<file path="src/rtl/psw_pkg.sv">
package psw_pkg;

    localparam int WORD_W = 16;
    localparam int BYTE_W = 8;
    localparam int NIB_W  = 4;
    localparam int N_STAT = 6;
    localparam int N_CTRL = 4;

    localparam int POS_CF = 0;
    localparam int POS_PF = 2;
    localparam int POS_AF = 4;
    localparam int POS_ZF = 6;
    localparam int POS_SF = 7;
    localparam int POS_TF = 8;
    localparam int POS_IF = 9;
    localparam int POS_DF = 10;
    localparam int POS_OF = 11;
    localparam int POS_MD = 15;

    localparam logic [WORD_W-1:0] FIXED_ONES = 16'h7002;

    typedef enum logic [1:0] {
        ALU_ADD   = 2'd0,
        ALU_SUB   = 2'd1,
        ALU_LOGIC = 2'd2,
        ALU_SHIFT = 2'd3
    } alu_class_e;

    // bit 0 carry ... bit 5 overflow, matching the write mask order
    typedef struct packed {
        logic ovf;
        logic sign;
        logic zero;
        logic aux;
        logic par;
        logic carry;
    } stat_t;

    typedef struct packed {
        logic mode;
        logic dir;
        logic ie;
        logic trap;
    } ctrl_t;

    typedef struct packed {
        stat_t s;
        ctrl_t c;
    } psw_t;

    function automatic logic even_parity(input logic [BYTE_W-1:0] v);
        return ~(^v);
    endfunction

    function automatic logic [WORD_W-1:0] pack_word(input psw_t p);
        logic [WORD_W-1:0] w;
        w = FIXED_ONES;
        w[POS_CF] = p.s.carry;
        w[POS_PF] = p.s.par;
        w[POS_AF] = p.s.aux;
        w[POS_ZF] = p.s.zero;
        w[POS_SF] = p.s.sign;
        w[POS_OF] = p.s.ovf;
        w[POS_TF] = p.c.trap;
        w[POS_IF] = p.c.ie;
        w[POS_DF] = p.c.dir;
        w[POS_MD] = p.c.mode;
        return w;
    endfunction

    function automatic psw_t unpack_word(input logic [WORD_W-1:0] w);
        psw_t p;
        p.s.carry = w[POS_CF];
        p.s.par   = w[POS_PF];
        p.s.aux   = w[POS_AF];
        p.s.zero  = w[POS_ZF];
        p.s.sign  = w[POS_SF];
        p.s.ovf   = w[POS_OF];
        p.c.trap  = w[POS_TF];
        p.c.ie    = w[POS_IF];
        p.c.dir   = w[POS_DF];
        p.c.mode  = w[POS_MD];
        return p;
    endfunction

endpackage

</file>
<file path="src/rtl/psw_status_eval.sv">
module psw_status_eval
    import psw_pkg::*;
(
    input  alu_class_e        op,
    input  logic              is_word,
    input  logic [WORD_W-1:0] a,
    input  logic [WORD_W-1:0] b,
    input  logic [WORD_W-1:0] r,
    input  logic              shift_cout,
    output stat_t             st
);

    logic a_m, b_m, r_m;
    logic aux_x;

    always_comb begin
        a_m   = is_word ? a[WORD_W-1] : a[BYTE_W-1];
        b_m   = is_word ? b[WORD_W-1] : b[BYTE_W-1];
        r_m   = is_word ? r[WORD_W-1] : r[BYTE_W-1];
        // carry or borrow crossing between the low and high nibble
        aux_x = a[NIB_W] ^ b[NIB_W] ^ r[NIB_W];

        st      = '0;
        st.par  = even_parity(r[BYTE_W-1:0]);
        st.zero = is_word ? (r == '0) : (r[BYTE_W-1:0] == '0);
        st.sign = r_m;

        unique case (op)
            ALU_ADD: begin
                st.carry = (a_m & b_m) | ((a_m ^ b_m) & ~r_m);
                st.aux   = aux_x;
                st.ovf   = (a_m == b_m) && (r_m != a_m);
            end
            ALU_SUB: begin
                st.carry = (~a_m & b_m) | (~(a_m ^ b_m) & r_m);
                st.aux   = aux_x;
                st.ovf   = (a_m != b_m) && (r_m != a_m);
            end
            ALU_SHIFT: begin
                st.carry = shift_cout;
                st.aux   = 1'b0;
                st.ovf   = r_m ^ a_m;
            end
            default: begin
                st.carry = 1'b0;
                st.aux   = 1'b0;
                st.ovf   = 1'b0;
            end
        endcase
    end

endmodule

</file>
<file path="src/rtl/psw_store.sv">
module psw_store
    import psw_pkg::*;
(
    input  logic              clk,
    input  logic              rst,
    input  logic              alu_valid,
    input  logic [N_STAT-1:0] flag_mask,
    input  stat_t             stat_new,
    input  logic [N_CTRL-1:0] ctl_we,
    input  logic [N_CTRL-1:0] ctl_val,
    input  logic              word_we,
    input  logic [WORD_W-1:0] word_in,
    input  logic              irq_take,
    input  logic              irq_ret,
    output psw_t              psw_q
);

    psw_t              shadow_q;
    logic [N_STAT-1:0] stat_cur, stat_in, stat_nxt;
    logic [N_CTRL-1:0] ctrl_cur, ctrl_nxt;
    ctrl_t             ctrl_fin;

    assign stat_cur = psw_q.s;
    assign stat_in  = stat_new;
    assign ctrl_cur = psw_q.c;

    // one select per status flag, gated by its own mask bit
    for (genvar i = 0; i < N_STAT; i++) begin : g_stat
        assign stat_nxt[i] = (alu_valid && flag_mask[i]) ? stat_in[i] : stat_cur[i];
    end

    for (genvar j = 0; j < N_CTRL; j++) begin : g_ctrl
        assign ctrl_nxt[j] = ctl_we[j] ? ctl_val[j] : ctrl_cur[j];
    end

    always_comb begin
        ctrl_fin = ctrl_t'(ctrl_nxt);
        if (irq_take) begin
            ctrl_fin.ie = 1'b0;
        end
    end

    always_ff @(posedge clk) begin
        if (rst) begin
            psw_q    <= '0;
            shadow_q <= '0;
        end else if (word_we) begin
            psw_q <= unpack_word(word_in);
        end else if (irq_ret) begin
            psw_q <= shadow_q;
        end else begin
            psw_q.s <= stat_t'(stat_nxt);
            psw_q.c <= ctrl_fin;
            if (irq_take) begin
                shadow_q <= psw_q;
            end
        end
    end

endmodule

</file>
<file path="src/rtl/psw_flag_unit.sv">
module psw_flag_unit
    import psw_pkg::*;
(
    input  logic        clk,
    input  logic        rst,
    input  logic        alu_valid,
    input  logic [1:0]  alu_op,
    input  logic        alu_word,
    input  logic [15:0] alu_a,
    input  logic [15:0] alu_b,
    input  logic [15:0] alu_res,
    input  logic        shift_cout,
    input  logic [5:0]  flag_mask,
    input  logic [3:0]  ctl_we,
    input  logic [3:0]  ctl_val,
    input  logic        word_we,
    input  logic [15:0] word_in,
    input  logic        irq_take,
    input  logic        irq_ret,
    input  logic        insn_done,
    output logic [15:0] flags_out,
    output logic        trap_req,
    output logic        str_dec,
    output logic        int_en
);

    stat_t stat_new;
    psw_t  psw_q;

    psw_status_eval u_eval (
        .op         (alu_class_e'(alu_op)),
        .is_word    (alu_word),
        .a          (alu_a),
        .b          (alu_b),
        .r          (alu_res),
        .shift_cout (shift_cout),
        .st         (stat_new)
    );

    psw_store u_store (
        .clk       (clk),
        .rst       (rst),
        .alu_valid (alu_valid),
        .flag_mask (flag_mask),
        .stat_new  (stat_new),
        .ctl_we    (ctl_we),
        .ctl_val   (ctl_val),
        .word_we   (word_we),
        .word_in   (word_in),
        .irq_take  (irq_take),
        .irq_ret   (irq_ret),
        .psw_q     (psw_q)
    );

    assign flags_out = pack_word(psw_q);
    assign trap_req  = insn_done & psw_q.c.trap;
    assign str_dec   = psw_q.c.dir;
    assign int_en    = psw_q.c.ie;

endmodule

</file>
<file path="config.mk">
export PLATFORM = sky130hd
export DESIGN_NAME = psw_flag_unit
export DESIGN_NICKNAME = d
export VERILOG_FILES = /design/src/rtl/psw_pkg.sv /design/src/rtl/psw_status_eval.sv /design/src/rtl/psw_store.sv /design/src/rtl/psw_flag_unit.sv
export SDC_FILE = /design/constraint.sdc
export NUM_CORES = 1
export LEC_CHECK = 0
export ABC_AREA = 1
export BUFFER_PORTS_ARGS = -buffer_cell sky130_fd_sc_hd__buf_4
export CAP_MARGIN = 20
export CORE_ASPECT_RATIO = 1.25
export CORE_MARGIN = 2
export CORE_UTILIZATION = 39
export DETAILED_ROUTE_END_ITERATION = 7
export PLACE_DENSITY = 0.8
export SLEW_MARGIN = 20
export SYNTH_ARGS = -nofsm -noshare
export SYNTH_HDL_FRONTEND = slang
export SYNTH_SLANG_ARGS = --single-unit
</file>
<file path="constraint.sdc">
create_clock -name clk -period 1.5 [get_ports clk]
set_clock_uncertainty 0.1 [all_clocks]
set_input_delay 0.15 -clock clk [delete_from_list [all_inputs] [get_ports clk]]
set_output_delay 0.15 -clock clk [all_outputs]
set_load 0.05 [all_outputs]
</file>
==> results.ini <==
[cts]
clkSlewWorstSetupHoldPaths_ns = 0.07
cts_setup_buffers = 0
cts.root.buffer_cell = clkbuf_8
h-tree-depth = 1
cts_sinks = 20
max-clock-path-buffers = 2
tritoncts_clock_tree = yes
clk-insertion-delay-late_ns = 0.25
numCtsBuffers = 3

[sta]
setup_repair_after_global_routing_missed_its_margin = no
hold_violation_total_from_the_final_report = 0
maxClockFrequency_mhz = 793.8
worst_hold_margin_ns = 0.05680
min_cycle_time_layout_ns = 1.260
drv_slew = 0
finalWorstSetupSlack_ns = 0.2402
setup_viol_count_final = 0
share_of_the_cycle_needed_by_the_critical_path_after_routing_pct = 83.99

[routing]
post_drt_antenna_nets = 0
drc = 0
route.final.wire_length_um = 3399
vias_per_cell = 4.712
dr.pass1.iters = 4
drt_iter0_markers = 29
detailroute.via_count = 1489
post_dr_wirelength_cell_um = 10.76

[floorplan]
floorplan.rows = 23
core_area_um2 = 3252
full_die_area_um2 = 3961
die_height_um = 69.87
boundaryPins = 108
initial_util_pct = 41.63
die-width_um = 56.70

[critical_path]
worst_ep_required_time_ns = 1.59
cp_common_cell = nand2_1
r2r_setup_slack_ns = 0.51
crit_path_top_delay_cell = ha_1
cp_cell_sequence = buf_4, inv_2, nand2_1, nand2_1, ha_1, inv_1, nor2_1, nand2_1, nand2_1, nand2_1, nand2_1, nand2_1, nand2_1, nand2_1, a21oi_2
critical_path_class = input pin to flop
end_kind = flop
cp.arrival_ns = 1.35
delay_of_the_slowest_cell_on_the_worst_path_ns = 0.27
timing.critical_path.from_type = input pin
r2r.worst_path.cells = 4
critical_path_peak_fanout = 5

[placed_design]
place_congestion = 0.7790
place.detailed.hpwl_um = 2772
port_buffers = 69
dpl-instance-area_um2 = 1866
dp_worst_setup_slack_ns = -0.03218
dp_cells = 312

[final_layout]
final.fill_count = 332
antennaDiodeCount = 0
finalInstanceArea_um2 = 1917
nNetsFinal = 376
syn2layout_area_growth_pct = 41.59
ratio_of_cells_with_drive_above_1_in_the_final_layout_pct = 31.54
layout.core_utilization_pct = 58.95
finish.cell_count_without_fillers = 316

[yosys]
synth_top_cell_area_share_pct = 29.57
yosys-top-cells-count = nand2_1 (47), nor2_1 (30), inv_1 (22)
synth_enable_flop_cells = 0
post_synth.cell_area_avg_um2 = 6.386
synth_cells = 212
netlist-cell-type-count = 27
ys_ff_latch = 20
ys_warns = 0
synth_top_cells_by_area = dfxtp_1 (30%), nand2_1 (13%), nor2_1 (8.3%)
cell_taking_the_most_area_after_synthesis = dfxtp_1
syn_area_um2 = 1354
synth-seq-area-share_pct = 29.57
yosys_most_used_dff = dfxtp_1
yosysMostFrequentCell = nand2_1
ys_async_sr_fraction_pct = 0

[power]
p_seq_share_pct = 40.7
power.density_nw_per_um2 = 756.3
power.share.switching_pct = 33.40
peakVddDrop_mv = 0.4586
power_share_of_the_clock_group_pct = 23.6
net_switching_power_mw = 0.4842
combPwrFrac_pct = 35.7
power_leakage_nw = 1.004
internal_power_mw = 0.9655

[grt]
grt_antenna_before_repair = 0
globalRouteTotalUtil_pct = 17.98
grt_first_pass_wirelength_um = 5768
vias_in_the_first_global_route = 1400
grt_start_max_net_pins = 17
global_route.overflow_total = 0

[hold_path]
timing.hold.worst.class = input pin to flop
count_of_cells_along_the_worst_hold_path = 3

[outcome]
status = finished clean

[job]
maxCapViolCount = 0

[cell usage in the layout, fill, tap and decap left out, types with 2 or more instances in the layout]
cell type,instances
nand2_2,3
inv_2,6
conb_1,6
nand3_1,9
xnor2_1,4
clkbuf_8,3
o21ai_1,14
inv_1,22
buf_4,73
nor3_1,2
a21oi_1,11
o211ai_1,5
ha_1,6
nand2_1,47
dfxtp_1,20
nor2_1,30
a31oi_1,4
o21ai_0,6
[flip-flops by register name, indices dropped and copies added, names as in the netlist]
signal            count
u_store.shadow_q     10
u_store.psw_q        10
[final cells by class]
| type | count | area [um2] | share of cell area (%) |
|---|---|---|---|
| Tap cell | 37 | 46.29 | 2.415 |
| Clock buffer | 3 | 41.29 | 2.154 |
| Sequential cell | 20 | 400.4 | 20.89 |
| Inverter | 28 | 105.1 | 5.483 |
| Timing Repair Buffer | 74 | 558.0 | 29.11 |
| Multi-Input combinational cell | 154 | 765.7 | 39.95 |
[cells by family after synthesis]
logic type / count (synthesis) / synth area share, %
xor gates and xnor gates: 5 / 3.235
buffers and inverters: 42 / 14.97
and+or+nand+nor: 94 / 28.19
adders and majority gates: 6 / 5.545
AOI/OAI and AO/OA: 43 / 17.93
DFF: 20 / 29.57
other: 2 / 0.5547
[path summary, 6_finish.rpt]
check,startpoint,to
setup reg to reg,u_store.psw_q[1],u_store.psw_q[1]
hold reg to reg,u_store.shadow_q[7],u_store.shadow_q[7]
hold / removal,word_in[4],u_store.psw_q[6]
setup / recovery,alu_word,u_store.psw_q[4]
[critical path, delay by kind of cell]
| family | cells | cell delay, ns |
|---|---|---|
| adders and majority gates | 1 | 0.27 |
| and+or+nand+nor | 10 | 0.63 |
| buffers and inverters | 3 | 0.19 |
| AOI/OAI and AO/OA | 1 | 0.11 |
[metrics by stage]
step                      power, mW  TNS (ns)
after floorplan              0.9330         0
after global placement        1.116  -0.02246
after detailed placement      1.123  -0.03218
after CTS                     1.469         0
after global routing          1.549         0
final                         1.450         0
[layer usage]
| metal | GRT usage, % | routed length [um] | vias up | share of wire [%] |
|---|---|---|---|---|
| met3 | 3.889 | 409 | 5 | 12 |
| met4 | 7.937 | 63 | 0 | 1.9 |
| met1 | 20.56 | 1304 | 602 | 38 |
| li1 | - | - | 797 | - |
| met2 | 31.40 | 1622 | 85 | 48 |
| met5 | 0 | 0 | - | 0 |
[repair_timing]
action                                  CTS  global route
hold buffers                              1             0
endpoints found under the hold margin     4             0
resized for setup                         0             0
endpoints found under the setup margin    0             0
[power groups by stage]
stage / combinational (mW) / clock, mW / sequential (mW)
after floorplan: 0.261 / 0 / 0.672
after global routing: 0.573 / 0.380 / 0.595
after global placement: 0.515 / 0 / 0.601
after detailed placement: 0.520 / 0 / 0.602
after CTS: 0.524 / 0.355 / 0.590
final: 0.518 / 0.341 / 0.590
Note: power is estimated with default switching activity, not from simulation.
